**src/rtl/pxc_pkg.sv**
```systemverilog
package pxc_pkg;
   typedef enum logic [1:0] {
      OP_ZREAD  = 2'd0,
      OP_ZWRITE = 2'd1,
      OP_CWRITE = 2'd2,
      OP_NONE   = 2'd3
   } pxc_op_e;
endpackage

```
**src/rtl/pxc_line_store.sv**
```systemverilog
module pxc_line_store #(
   parameter int LINES = 16,
   parameter int PIX   = 4,
   parameter int DW    = 16,
   parameter int TAG_W = 8,
   localparam int IW   = $clog2(LINES),
   localparam int OW   = $clog2(PIX),
   localparam int BW   = PIX * DW
) (
   input  logic             clk,
   input  logic             rst_n,
   input  logic [IW-1:0]    rd_idx,
   output logic             ln_valid,
   output logic [TAG_W-1:0] ln_dtag,
   output logic [TAG_W-1:0] ln_ctag,
   output logic [BW-1:0]    ln_depth,
   output logic [BW-1:0]    ln_color,
   output logic             any_valid,
   input  logic             ev_en,
   input  logic             ev_valid,
   input  logic [TAG_W-1:0] ev_dtag,
   input  logic             zw_en,
   input  logic             cw_en,
   input  logic [IW-1:0]    wr_idx,
   input  logic [OW-1:0]    wr_off,
   input  logic [DW-1:0]    wr_data,
   input  logic [TAG_W-1:0] wr_ctag
);
   logic [LINES-1:0] valid_v;
   logic [TAG_W-1:0] dtag_a  [LINES];
   logic [TAG_W-1:0] ctag_a  [LINES];
   logic [BW-1:0]    depth_a [LINES];
   logic [BW-1:0]    color_a [LINES];

   for (genvar g = 0; g < LINES; g++) begin : g_line
      logic             v_q;
      logic [TAG_W-1:0] dt_q, ct_q;
      logic [BW-1:0]    d_q, c_q;
      always_ff @(posedge clk or negedge rst_n) begin
         if (!rst_n) begin
            v_q  <= 1'b0;
            dt_q <= '0;
            ct_q <= '0;
            d_q  <= '1;
            c_q  <= '1;
         end else if (ev_en && rd_idx == IW'(g)) begin
            v_q  <= ev_valid;
            dt_q <= ev_dtag;
            ct_q <= '0;
            d_q  <= '1;
            c_q  <= '1;
         end else begin
            if (zw_en && wr_idx == IW'(g))
               d_q[int'(wr_off)*DW +: DW] <= wr_data;
            if (cw_en && wr_idx == IW'(g)) begin
               c_q[int'(wr_off)*DW +: DW] <= wr_data;
               ct_q <= wr_ctag;
            end
         end
      end
      assign valid_v[g] = v_q;
      assign dtag_a[g]  = dt_q;
      assign ctag_a[g]  = ct_q;
      assign depth_a[g] = d_q;
      assign color_a[g] = c_q;
   end

   assign ln_valid  = valid_v[rd_idx];
   assign ln_dtag   = dtag_a[rd_idx];
   assign ln_ctag   = ctag_a[rd_idx];
   assign ln_depth  = depth_a[rd_idx];
   assign ln_color  = color_a[rd_idx];
   assign any_valid = |valid_v;

   // An eviction never coincides with a data write in the same cycle
   AST_EV_EXCLUSIVE: assert property (@(posedge clk) disable iff (!rst_n)
      ev_en |-> !(zw_en || cw_en));
endmodule

```
**src/rtl/pxc_ctrl.sv**
```systemverilog
module pxc_ctrl
   import pxc_pkg::*;
#(
   parameter int LINES = 16,
   parameter int PIX   = 4,
   parameter int DW    = 16,
   parameter int TAG_W = 8,
   localparam int IW   = $clog2(LINES),
   localparam int OW   = $clog2(PIX),
   localparam int BW   = PIX * DW
) (
   input  logic             clk,
   input  logic             rst_n,
   input  logic             req_valid,
   input  logic [1:0]       req_op,
   input  logic [TAG_W-1:0] req_tag,
   input  logic [IW-1:0]    req_idx,
   input  logic [OW-1:0]    req_off,
   input  logic             flush_start,
   input  logic             q_full,
   input  logic             ln_valid,
   input  logic [TAG_W-1:0] ln_dtag,
   input  logic [BW-1:0]    ln_depth,
   input  logic             any_valid,
   output logic [IW-1:0]    rd_idx,
   output logic             ev_en,
   output logic             ev_valid,
   output logic             zw_en,
   output logic             cw_en,
   output logic             q_push,
   output logic             stall,
   output logic             flush_busy,
   output logic             rd_valid,
   output logic [DW-1:0]    rd_data
);
   logic          busy_q;
   logic [IW-1:0] ptr_q;
   logic          zr, hit, miss, claim, fl_ev, need_push, advance;
   pxc_op_e       op;

   assign op        = pxc_op_e'(req_op);
   assign rd_idx    = busy_q ? ptr_q : req_idx;
   assign zr        = req_valid && !busy_q && op == OP_ZREAD;
   assign hit       = zr && ln_valid && ln_dtag == req_tag;
   assign miss      = zr && ln_valid && ln_dtag != req_tag;
   assign claim     = zr && !ln_valid;
   assign fl_ev     = busy_q && ln_valid;
   assign need_push = miss || fl_ev;
   assign q_push    = need_push && !q_full;
   assign stall     = need_push && q_full;
   assign ev_en     = q_push || claim;
   assign ev_valid  = !busy_q;
   assign zw_en     = req_valid && !busy_q && op == OP_ZWRITE;
   assign cw_en     = req_valid && !busy_q && op == OP_CWRITE;
   assign advance   = busy_q && !(fl_ev && q_full);
   assign flush_busy = busy_q;

   always_ff @(posedge clk or negedge rst_n) begin
      if (!rst_n) begin
         busy_q <= 1'b0;
         ptr_q  <= '0;
      end else if (!busy_q) begin
         busy_q <= flush_start;
         ptr_q  <= '0;
      end else if (advance) begin
         ptr_q  <= ptr_q + 1'b1;
         if (ptr_q == IW'(LINES - 1)) busy_q <= 1'b0;
      end
   end

   always_ff @(posedge clk or negedge rst_n) begin
      if (!rst_n) begin
         rd_valid <= 1'b0;
         rd_data  <= '0;
      end else begin
         rd_valid <= zr && !stall;
         if (zr && !stall)
            rd_data <= hit ? ln_depth[int'(req_off)*DW +: DW] : '1;
      end
   end

   AST_STALL_ONLY_FULL: assert property (@(posedge clk) disable iff (!rst_n)
      stall |-> q_full);
   AST_PUSH_VALID: assert property (@(posedge clk) disable iff (!rst_n)
      q_push |-> ln_valid);
   AST_NO_PUSH_ON_HIT: assert property (@(posedge clk) disable iff (!rst_n)
      hit |-> !q_push && !stall);
   AST_CLAIM_SILENT: assert property (@(posedge clk) disable iff (!rst_n)
      claim |-> !q_push && !stall);
   AST_FLUSH_CLEARS: assert property (@(posedge clk) disable iff (!rst_n)
      $fell(busy_q) |-> !any_valid);
   AST_RD_ONLY_ZREAD: assert property (@(posedge clk) disable iff (!rst_n)
      (req_valid && op != OP_ZREAD) |=> !rd_valid);
endmodule

```
**src/rtl/pxc_top.sv**
```systemverilog
module pxc_top #(
   parameter int LINES = 16,
   parameter int PIX   = 4,
   parameter int DW    = 16,
   parameter int TAG_W = 8,
   localparam int IW   = $clog2(LINES),
   localparam int OW   = $clog2(PIX),
   localparam int BW   = PIX * DW
) (
   input  logic             clk,
   input  logic             rst_n,
   input  logic             req_valid,
   input  logic [1:0]       req_op,
   input  logic [TAG_W-1:0] req_tag,
   input  logic [IW-1:0]    req_idx,
   input  logic [OW-1:0]    req_off,
   input  logic [DW-1:0]    req_wdata,
   output logic             rd_valid,
   output logic [DW-1:0]    rd_data,
   output logic             stall,
   input  logic             flush_start,
   output logic             flush_busy,
   input  logic             q_full,
   output logic             q_push,
   output logic [IW-1:0]    q_idx,
   output logic [TAG_W-1:0] q_dtag,
   output logic [TAG_W-1:0] q_ctag,
   output logic [BW-1:0]    q_depth,
   output logic [BW-1:0]    q_color
);
   if (LINES < 2 || (LINES & (LINES - 1)) != 0) begin : g_bad_lines
      $error("LINES must be a power of two, at least 2");
   end
   if (PIX < 2 || (PIX & (PIX - 1)) != 0) begin : g_bad_pix
      $error("PIX must be a power of two, at least 2");
   end
   if (DW < 1 || TAG_W < 1) begin : g_bad_width
      $error("DW and TAG_W must be positive");
   end

   logic             ln_valid, any_valid, ev_en, ev_valid, zw_en, cw_en;
   logic [TAG_W-1:0] ln_dtag;
   logic [IW-1:0]    rd_idx;

   pxc_ctrl #(.LINES(LINES), .PIX(PIX), .DW(DW), .TAG_W(TAG_W)) ctrl_i (
      .clk(clk), .rst_n(rst_n), .req_valid(req_valid), .req_op(req_op),
      .req_tag(req_tag), .req_idx(req_idx), .req_off(req_off),
      .flush_start(flush_start), .q_full(q_full), .ln_valid(ln_valid),
      .ln_dtag(ln_dtag), .ln_depth(q_depth), .any_valid(any_valid),
      .rd_idx(rd_idx), .ev_en(ev_en), .ev_valid(ev_valid),
      .zw_en(zw_en), .cw_en(cw_en), .q_push(q_push), .stall(stall),
      .flush_busy(flush_busy), .rd_valid(rd_valid), .rd_data(rd_data));

   pxc_line_store #(.LINES(LINES), .PIX(PIX), .DW(DW), .TAG_W(TAG_W)) store_i (
      .clk(clk), .rst_n(rst_n), .rd_idx(rd_idx), .ln_valid(ln_valid),
      .ln_dtag(ln_dtag), .ln_ctag(q_ctag), .ln_depth(q_depth),
      .ln_color(q_color), .any_valid(any_valid), .ev_en(ev_en),
      .ev_valid(ev_valid), .ev_dtag(req_tag), .zw_en(zw_en), .cw_en(cw_en),
      .wr_idx(req_idx), .wr_off(req_off), .wr_data(req_wdata),
      .wr_ctag(req_tag));

   assign q_idx  = rd_idx;
   assign q_dtag = ln_dtag;
endmodule

```
**config.mk**
```make
export PLATFORM = sky130hd
export DESIGN_NAME = pxc_top
export DESIGN_NICKNAME = d
export VERILOG_FILES = /design/src/rtl/pxc_pkg.sv /design/src/rtl/pxc_line_store.sv /design/src/rtl/pxc_ctrl.sv /design/src/rtl/pxc_top.sv
export SDC_FILE = /design/constraint.sdc
export NUM_CORES = 2
export LEC_CHECK = 0
export BUFFER_PORTS_ARGS = -buffer_cell sky130_fd_sc_hd__buf_2
export CORE_MARGIN = 1.5
export CORE_UTILIZATION = 51
export CTS_CLUSTER_DIAMETER = 80
export DETAILED_ROUTE_END_ITERATION = 8
export HOLD_SLACK_MARGIN = 0.02
export PLACE_DENSITY = 0.66
export SYNTH_ARGS = -nofsm -noshare
export SYNTH_HDL_FRONTEND = slang
export SYNTH_SLANG_ARGS = --single-unit
```
**constraint.sdc**
```tcl
create_clock -name clk -period 7.5 [get_ports clk]
set_input_delay 0.375 -clock clk [delete_from_list [all_inputs] [get_ports clk]]
set_output_delay 0.375 -clock clk [all_outputs]
set_load 0.02 [all_outputs]
```
# --- Word-level counts from Yosys, hierarchy flattened ---
# Index checks and enable logic that the tools add are counted.
totals:
  register_bits: 2342
  output_inout_bits: 168
  elab_cells: 381
  in_bits: 37
classes:
  n_eq_ne: 36
  mux: 149
  bitwise_logic: 1
  order_cmp: 2
  addsub: 2
  n_reduce_logical: 104
  n_shift: 3
ops:
  columns: ["cell", "count"]
  rows:
  - ["64-bit 2-to-1 mux", 68]
  - ["64-bit bitwise mux", 32]
  - ["64-bit binary-select mux with 4-bit select", 2]
  - ["8-bit 2-to-1 mux", 36]
  - ["4-bit == test (second input constant)", 17]
  - ["8-bit binary-select mux with 4-bit select", 2]
  - ["2-bit nonzero test", 32]
  - ["16-bit by 33-bit variable shift with 64-bit output (first input constant)", 1]
  - ["16-bit by 33-bit variable part select with 64-bit output", 1]
  - ["64-bit by 7-bit variable part select with 16-bit output", 1]
  - ["1-bit logical AND", 62]
  - ["6-bit negator with 33-bit output", 1]
  - ["4-bit by 3-bit == test with 1-bit output (second input constant)", 8]
  - ["4-bit by 2-bit == test with 1-bit output (second input constant)", 4]
  - ["16-bit 2-to-1 mux", 1]
  - ["4-bit 2-to-1 mux", 3]
  - ["4-bit by 1-bit == test with 1-bit output (second input constant)", 2]
  - ["8-bit == test", 1]
  - ["4-bit logical NOT", 2]
  - ["8-bit != test", 1]
  - ["5-bit >= comparator (second input constant)", 1]
  - ["1-bit logical NOT", 5]
  - ["4-bit by 5-bit less-than comparator with 1-bit output (second input constant)", 1]
  - ["4-bit NOT with 5-bit output", 1]
  - ["other kinds (8)", 12]

# --- Logic depth before layout (Yosys ltp) ---
logic_depth:
  depth_word: 12
  ltp_mapped: 16
  mapped_depth_nobuf: 10

# --- Cells and area by module ---
# Synthesis repeated with hierarchy kept, for this count alone.
hier_totals:
  cells_unflattened: 9799
  area_unflattened_um2: 115040.3
modules_own_cells:
  columns: ["mod", "instances", "seq_area_each_um2", "cells_each", "area_each_um2"]
  rows:
  - ["pxc_line_store", 1, 60618.1, 9634, 113267.4]
  - ["pxc_ctrl", 1, 550.5, 165, 1773.0]

# --- Worst setup path before layout ---
# No wires, ideal clock.
synth_timing:
  path_kind: "reg2reg"
  startpoint: "register ctrl_i.busy_q, in the netlist ctrl_i.flush_busy"
  endpoint: "register store_i.g_line[1].dt_q[5]"
  path_slack_ns: 3.514
  required_ns: 7.375
  arrival_ns: 3.861
  n_path_buf: 4
  setup_time_ns: 0.125
  stages_incl_launch_ff: 15
  synth_period_minus_slack_ns: 3.986
  path_cell_list: "dfrtp_1 > buf_6 > mux2i_4 > inv_4 > buf_8 > mux4_2 > nor2_1 > nor4_1 > xnor2_1 > nand4_2 > o21ai_4 > buf_12 > a211oi_4 > buf_6 > mux2_4"
synth_via:
  elab_chain_len: 11
  elab_cells_between_ends: 21
  cone_classes: "eq/ne (2); mux (6); bitwise (1); reduce/logical (12)"
synth_rtl:
  columns: ["item", "line", "text"]
  rows:
  - ["start: declaration", "pxc_ctrl.sv:36", "logic busy_q;"]
  - ["start signal: assignment", "pxc_ctrl.sv:63", "busy_q <= flush_start;"]
  - ["4-bit 2-to-1 mux", "pxc_ctrl.sv:42", "assign rd_idx = busy_q ? ptr_q : req_idx;"]
  - ["4-bit NOT with 5-bit output (not written as such)", "pxc_line_store.sv:69", "assign ln_dtag = dtag_a[rd_idx];"]
  - ["8-bit binary-select mux with 4-bit select", "pxc_line_store.sv:69", null]
  - ["8-bit 2-to-1 mux (not written as such) (2 in series)", "pxc_line_store.sv:69", null]
  - ["via q_dtag[3]", "pxc_top.sv:26", "output logic [TAG_W-1:0] q_dtag,"]
  - ["8-bit != test", "pxc_ctrl.sv:45", "assign miss = zr && ln_valid && ln_dtag != req_tag;"]
  - ["1-bit logical AND", "pxc_ctrl.sv:45", null]
  - ["1-bit logical OR", "pxc_ctrl.sv:48", "assign need_push = miss || fl_ev;"]
  - ["1-bit logical AND", "pxc_ctrl.sv:49", "assign q_push = need_push && !q_full;"]
  - ["1-bit logical OR", "pxc_ctrl.sv:51", "assign ev_en = q_push || claim;"]
  - ["1-bit logical AND", "pxc_line_store.sv:46", "end else if (ev_en && rd_idx == IW'(g)) begin"]
  - ["end signal: assignment", "pxc_line_store.sv:48", "dt_q <= ev_dtag;"]
  - ["end: declaration", "pxc_line_store.sv:37", "logic [TAG_W-1:0] dt_q, ct_q;"]
# The timed path passes the listed nets, and every way through them passes these cells. The select of a mux whose other input is x is not followed.
# A chain may end at the register's enable or synchronous reset.

# --- Final worst setup path ---
layout_timing:
  startpoint: "register ctrl_i.busy_q, in the netlist ctrl_i.flush_busy"
  endpoint: "output port q_depth[56]"
layout_via:
  elab_chain_len: 5
layout_rtl:
  columns: ["item", "line", "text"]
  rows:
  - ["4-bit 2-to-1 mux", "pxc_ctrl.sv:42", null]
  - ["4-bit NOT with 5-bit output (not written as such)", "pxc_line_store.sv:71", "assign ln_depth = depth_a[rd_idx];"]
  - ["64-bit binary-select mux with 4-bit select", "pxc_line_store.sv:71", null]
  - ["64-bit 2-to-1 mux (not written as such) (2 in series)", "pxc_line_store.sv:71", null]
  - ["end: declaration", "pxc_top.sv:28", "output logic [BW-1:0] q_depth,"]
# Every way passes these cells. The select of a mux whose other input is x is not followed.

==> summary.md <==
| Metric | Value |
|---|---|
| Synth Area in Simple Gates | between 20% and 30% |
| Commonest non-fill, non-tap cells in the layout | 4639 x nand2_1, 2048 x dfstp_2, 1922 x o211ai_1 |
| Final Hold Vio Count | 0 |
| DIE WIDTH | roughly 480 um |
| Multi-input logic area | 0.0484 sq mm |
| Critical-path cell list | mux2i_4, buf_12, buf_4, buf_4, nand2_1, nand3_1, a311oi_1, a31oi_1, buf_4, buf_2 |
| Routed len/inst | between 20 and 30 um |
| Root buffer cell | clkbuf_16 |
| Post-synthesis cell count | roughly 13000 |
| Synth Register Bits | 2342 |
| FMAX | between 100 and 150 MHz |
| IO Port Bufs | 204 |
| Buffers from clock root to sink, at most | 4 |
| Overall routing resource usage | approximately 34% |
| Die area | between 0.2 and 0.25 sq mm |
| Post-DR vias/cell | ~6.4 |
| DRT Pass-1 Iters | 9 |
| Total power | 66600 uW |
| R2r startpoint | ctrl_i.flush_busy |
| Post-synth top flop | dfstp_2 |
| Status | finished with violations |
| Remaining DRCs | 0 |
| Failing checks | max-capacitance violations, max-slew violations |
| Pin count of the biggest net entering global routing | 195 |
| Crit-path slowest cell | a31oi_1 |
| Crit Path Max Fanout | roughly 190 |
| Commonest non-fill, non-tap cell in the layout | nand2_1 |
| Hold Path Class | in2reg |
| Worst-path clk slew | about 60 ps |
| Non-Filler Instances | about 15000 |
| Leak | ~0.055 uW |
| H-tree levels | 5 |
| Via Count | about 100000 |
| Hold Path Sink | store_i.g_line[9].ct_q[0] |
| Row count | about 170 |
| Required @ worst endpoint | approximately 7000 ps |
| RSZ-0062 raised after global routing | false |
| Smallest hold slack | 110 ps |
| Synth Area in Compound Gates | 17.6% |
| Minimum clock period | roughly 7100 ps |
| Antenna violations before repair | 27 |
| Top cell by count, worst path | buf_4 |
| Synth Area in Adders | less than 1% |
| Kind of critical path | reg2out |
| R2r endpoint | ctrl_i.rd_data[14] |
| Largest family of logic cells by synthesized area | simple AND/OR/NAND/NOR gates |
| Final period utilization | between 90 and 100% |
| CTS tree | done |
| Initial DRC count | about 12000 |
| CP arrival | ~6700 ps |
| Starting Density | 51.3% |
| Final slew viol count | 64 |
| Maximum VDD drop | 0.559 mV |
| Placed insts | around 15000 |
| Pwr dens | approximately 530 mW/mm^2 |
| Number of global-route vias before repair | between 90000 and 100k |
| Hold Startpoint | req_tag[0] |
| Filler Cells Inserted | roughly 20000 |
| Syn Std Cell Area | ~0.12 sq mm |
| Core area | about 0.22 sq mm |
| FFs w/ async S/R, synth | 100% |
| Final #Nets | roughly 12000 |
| Slowest stage delay, CP | between 900 and 1000 ps |
| Reg2Reg Depth | 10 |
| Post-synth EDFFs | 0 |
| Wirelength, routed | ~400000 um |
| Final GP Congestion | between 0.8 and 0.9 |
| Syn_area_per_cell | 8.95 sq um |
| Register area share after synthesis | 53.1% |
| Syn nets | ~13000 |
| Setup violations, final | 0 |
| CTS sink cnt | about 2300 |
| Hold path cells | 3 |
| Critical Path End Type | primary output |
| Least-Margin Pin Slew | 1640 ps |
| Register area | between 0.06 and 0.07 sq mm |
| Share of cells above drive strength 1 | about a quarter |
| Bufs and invs on worst path | 5 |
| Fin Clk Skew | 50.8 ps |
| Worst Setup SP | ctrl_i.flush_busy |
| Remaining global-route overflow | 0 |
| Worst-Skew Late Latency | 940 ps |
| DRT antenna net count | 0 |
| Count of boundary I/O pins | roughly 210 |
| R2r setup slk | roughly 1500 ps |
| Die height | 478 um |
| Delay-heaviest family, CP | buffers and inverters |
| Slew headroom | -9.96% |
| CTS Buf Count | around 280 |
| Final core occ | approximately 56% |
| CP Launch Type | flip-flop |
| Xor and xnor area share after synthesis | less than 1% |
| HPWL after DPL | around 220000 um |
| Multiplexer share of the synthesized area | around 2.2% |
| Count of cell types in the netlist | 60 |
| Area grow syn2layout | 9.39% |
| CTS resizes | 0 |
| First-pass GRT wire length | 600000 um |
| Maxcap violations | 3 |
| Yosys warnings | 0 |
| Setup TNS Final | 0 ps |
==> worst register-to-register path, delay by kind of cell, from the launching register on <==
kind,cells,cell delay (ps)
flops,1,740
simple gates,2,350
compound gates,3,1150
mux,2,1000
buf+inv,3,2700
==> per-layer routing <==
layer	wire length, um	GRT usage [%]	up-vias	share of wire, %
li1	-	-	43741	-
met1	160000	45.8	49179	41
met2	176000	51.0	4958	45
met3	36900	7.18	922	9.4
met4	19700	16.5	24	5.0
met5	310	0.462	-	0.079
==> cell families (layout without fill, tap and decap cells) <==
| kind of cell | count (synthesis) | in the layout |
|---|---|---|
| flip-flops | 2342 | 2342 |
| buffers and inverters | 1423 | 1005 |
| XOR/XNOR | 11 | 11 |
| AO/OA/AOI/OAI | 2752 | 2752 |
| other | 0 | 8 |
| adder cells (fa/ha/maj) | 5 | 5 |
| AND/OR/NAND/NOR | 6151 | 6151 |
| multiplexers | 190 | 190 |
==> Yosys cell counts (17+ instances only) <==
| cell | instances | share of area [%] |
|---|---|---|
| a31oi_1 | 137 | 0.74 |
| nor2_1 | 169 | 0.55 |
| dfstp_2 | 2048 | 47 |
| clkbuf_1 | 1096 | 3.6 |
| nand3_1 | 1143 | 5.0 |
| a21oi_1 | 307 | 1.3 |
| buf_2 | 114 | 0.49 |
| a311oi_1 | 272 | 2.1 |
| buf_4 | 130 | 0.85 |
| o211ai_1 | 1922 | 13 |
| mux4_2 | 27 | 0.53 |
| mux2_4 | 20 | 0.26 |
| and3_1 | 140 | 0.76 |
| dfrtp_1 | 294 | 6.4 |
| mux2_2 | 109 | 1.1 |
| inv_1 | 25 | 0.081 |
| buf_1 | 38 | 0.12 |
| o22a_1 | 17 | 0.13 |
| mux2i_1 | 32 | 0.28 |
| a21o_1 | 32 | 0.21 |
| nand2_1 | 4643 | 15 |
==> worst max path at each step <==
stage / endpoint / cells after the start
after floorplan: store_i.g_line[1].dt_q[5] / 14
after global placement: q_depth[56] / 10
after detailed placement: q_depth[55] / 9
after CTS: q_depth[56] / 10
after global routing: q_depth[55] / 9
final: q_depth[56] / 10
==> per-stage QoR <==
step / setup WS (ps) / instance area (sq um)
final: 435 / 126000
after global routing: 406 / 126000
after CTS: 711 / 126000
after detailed placement: 1720 / 117000
after global placement: 1770 / 117000
after floorplan: 3510 / 115000
==> flip-flops by register name (all words and copies together) (netlist names) <==
signal / count
store_i.g_line.ct_q: 128
store_i.g_line.v_q: 16
ctrl_i.ptr_q: 4
ctrl_i.rd_data: 16
store_i.g_line.dt_q: 128
ctrl_i.flush_busy: 1
ctrl_i.rd_valid: 1
store_i.g_line.d_q: 1024
store_i.g_line.c_q: 1024
==> layout make-up <==
| type | count | share of cell area [%] |
|---|---|---|
| Inverter | 29 | 0.109 |
| Antenna cell | 8 | 0.0159 |
| Clock inverter | 36 | 0.279 |
| Clock buffer | 433 | 6.65 |
| Timing Repair Buffer | 507 | 3.12 |
| Multi-Input combinational cell | 9109 | 38.4 |
| Tap cell | 2992 | 2.97 |
| Sequential cell | 2342 | 48.5 |
==> power breakdown <==
group / leakage (uW) / internal, uW / total, uW / switching [uW]
clock: 0.00429 / 7840 / 13100 / 5300
combinational: 0.0249 / 9380 / 28400 / 19000
sequential: 0.0254 / 22000 / 25100 / 3100
==> what timing repair did <==
item | in CTS | in global routing
hold endpoints to repair | 212 | 0
hold buffers | 10 | 0
setup buffers | 0 | 0
Power figures use the tool's default switching activity.
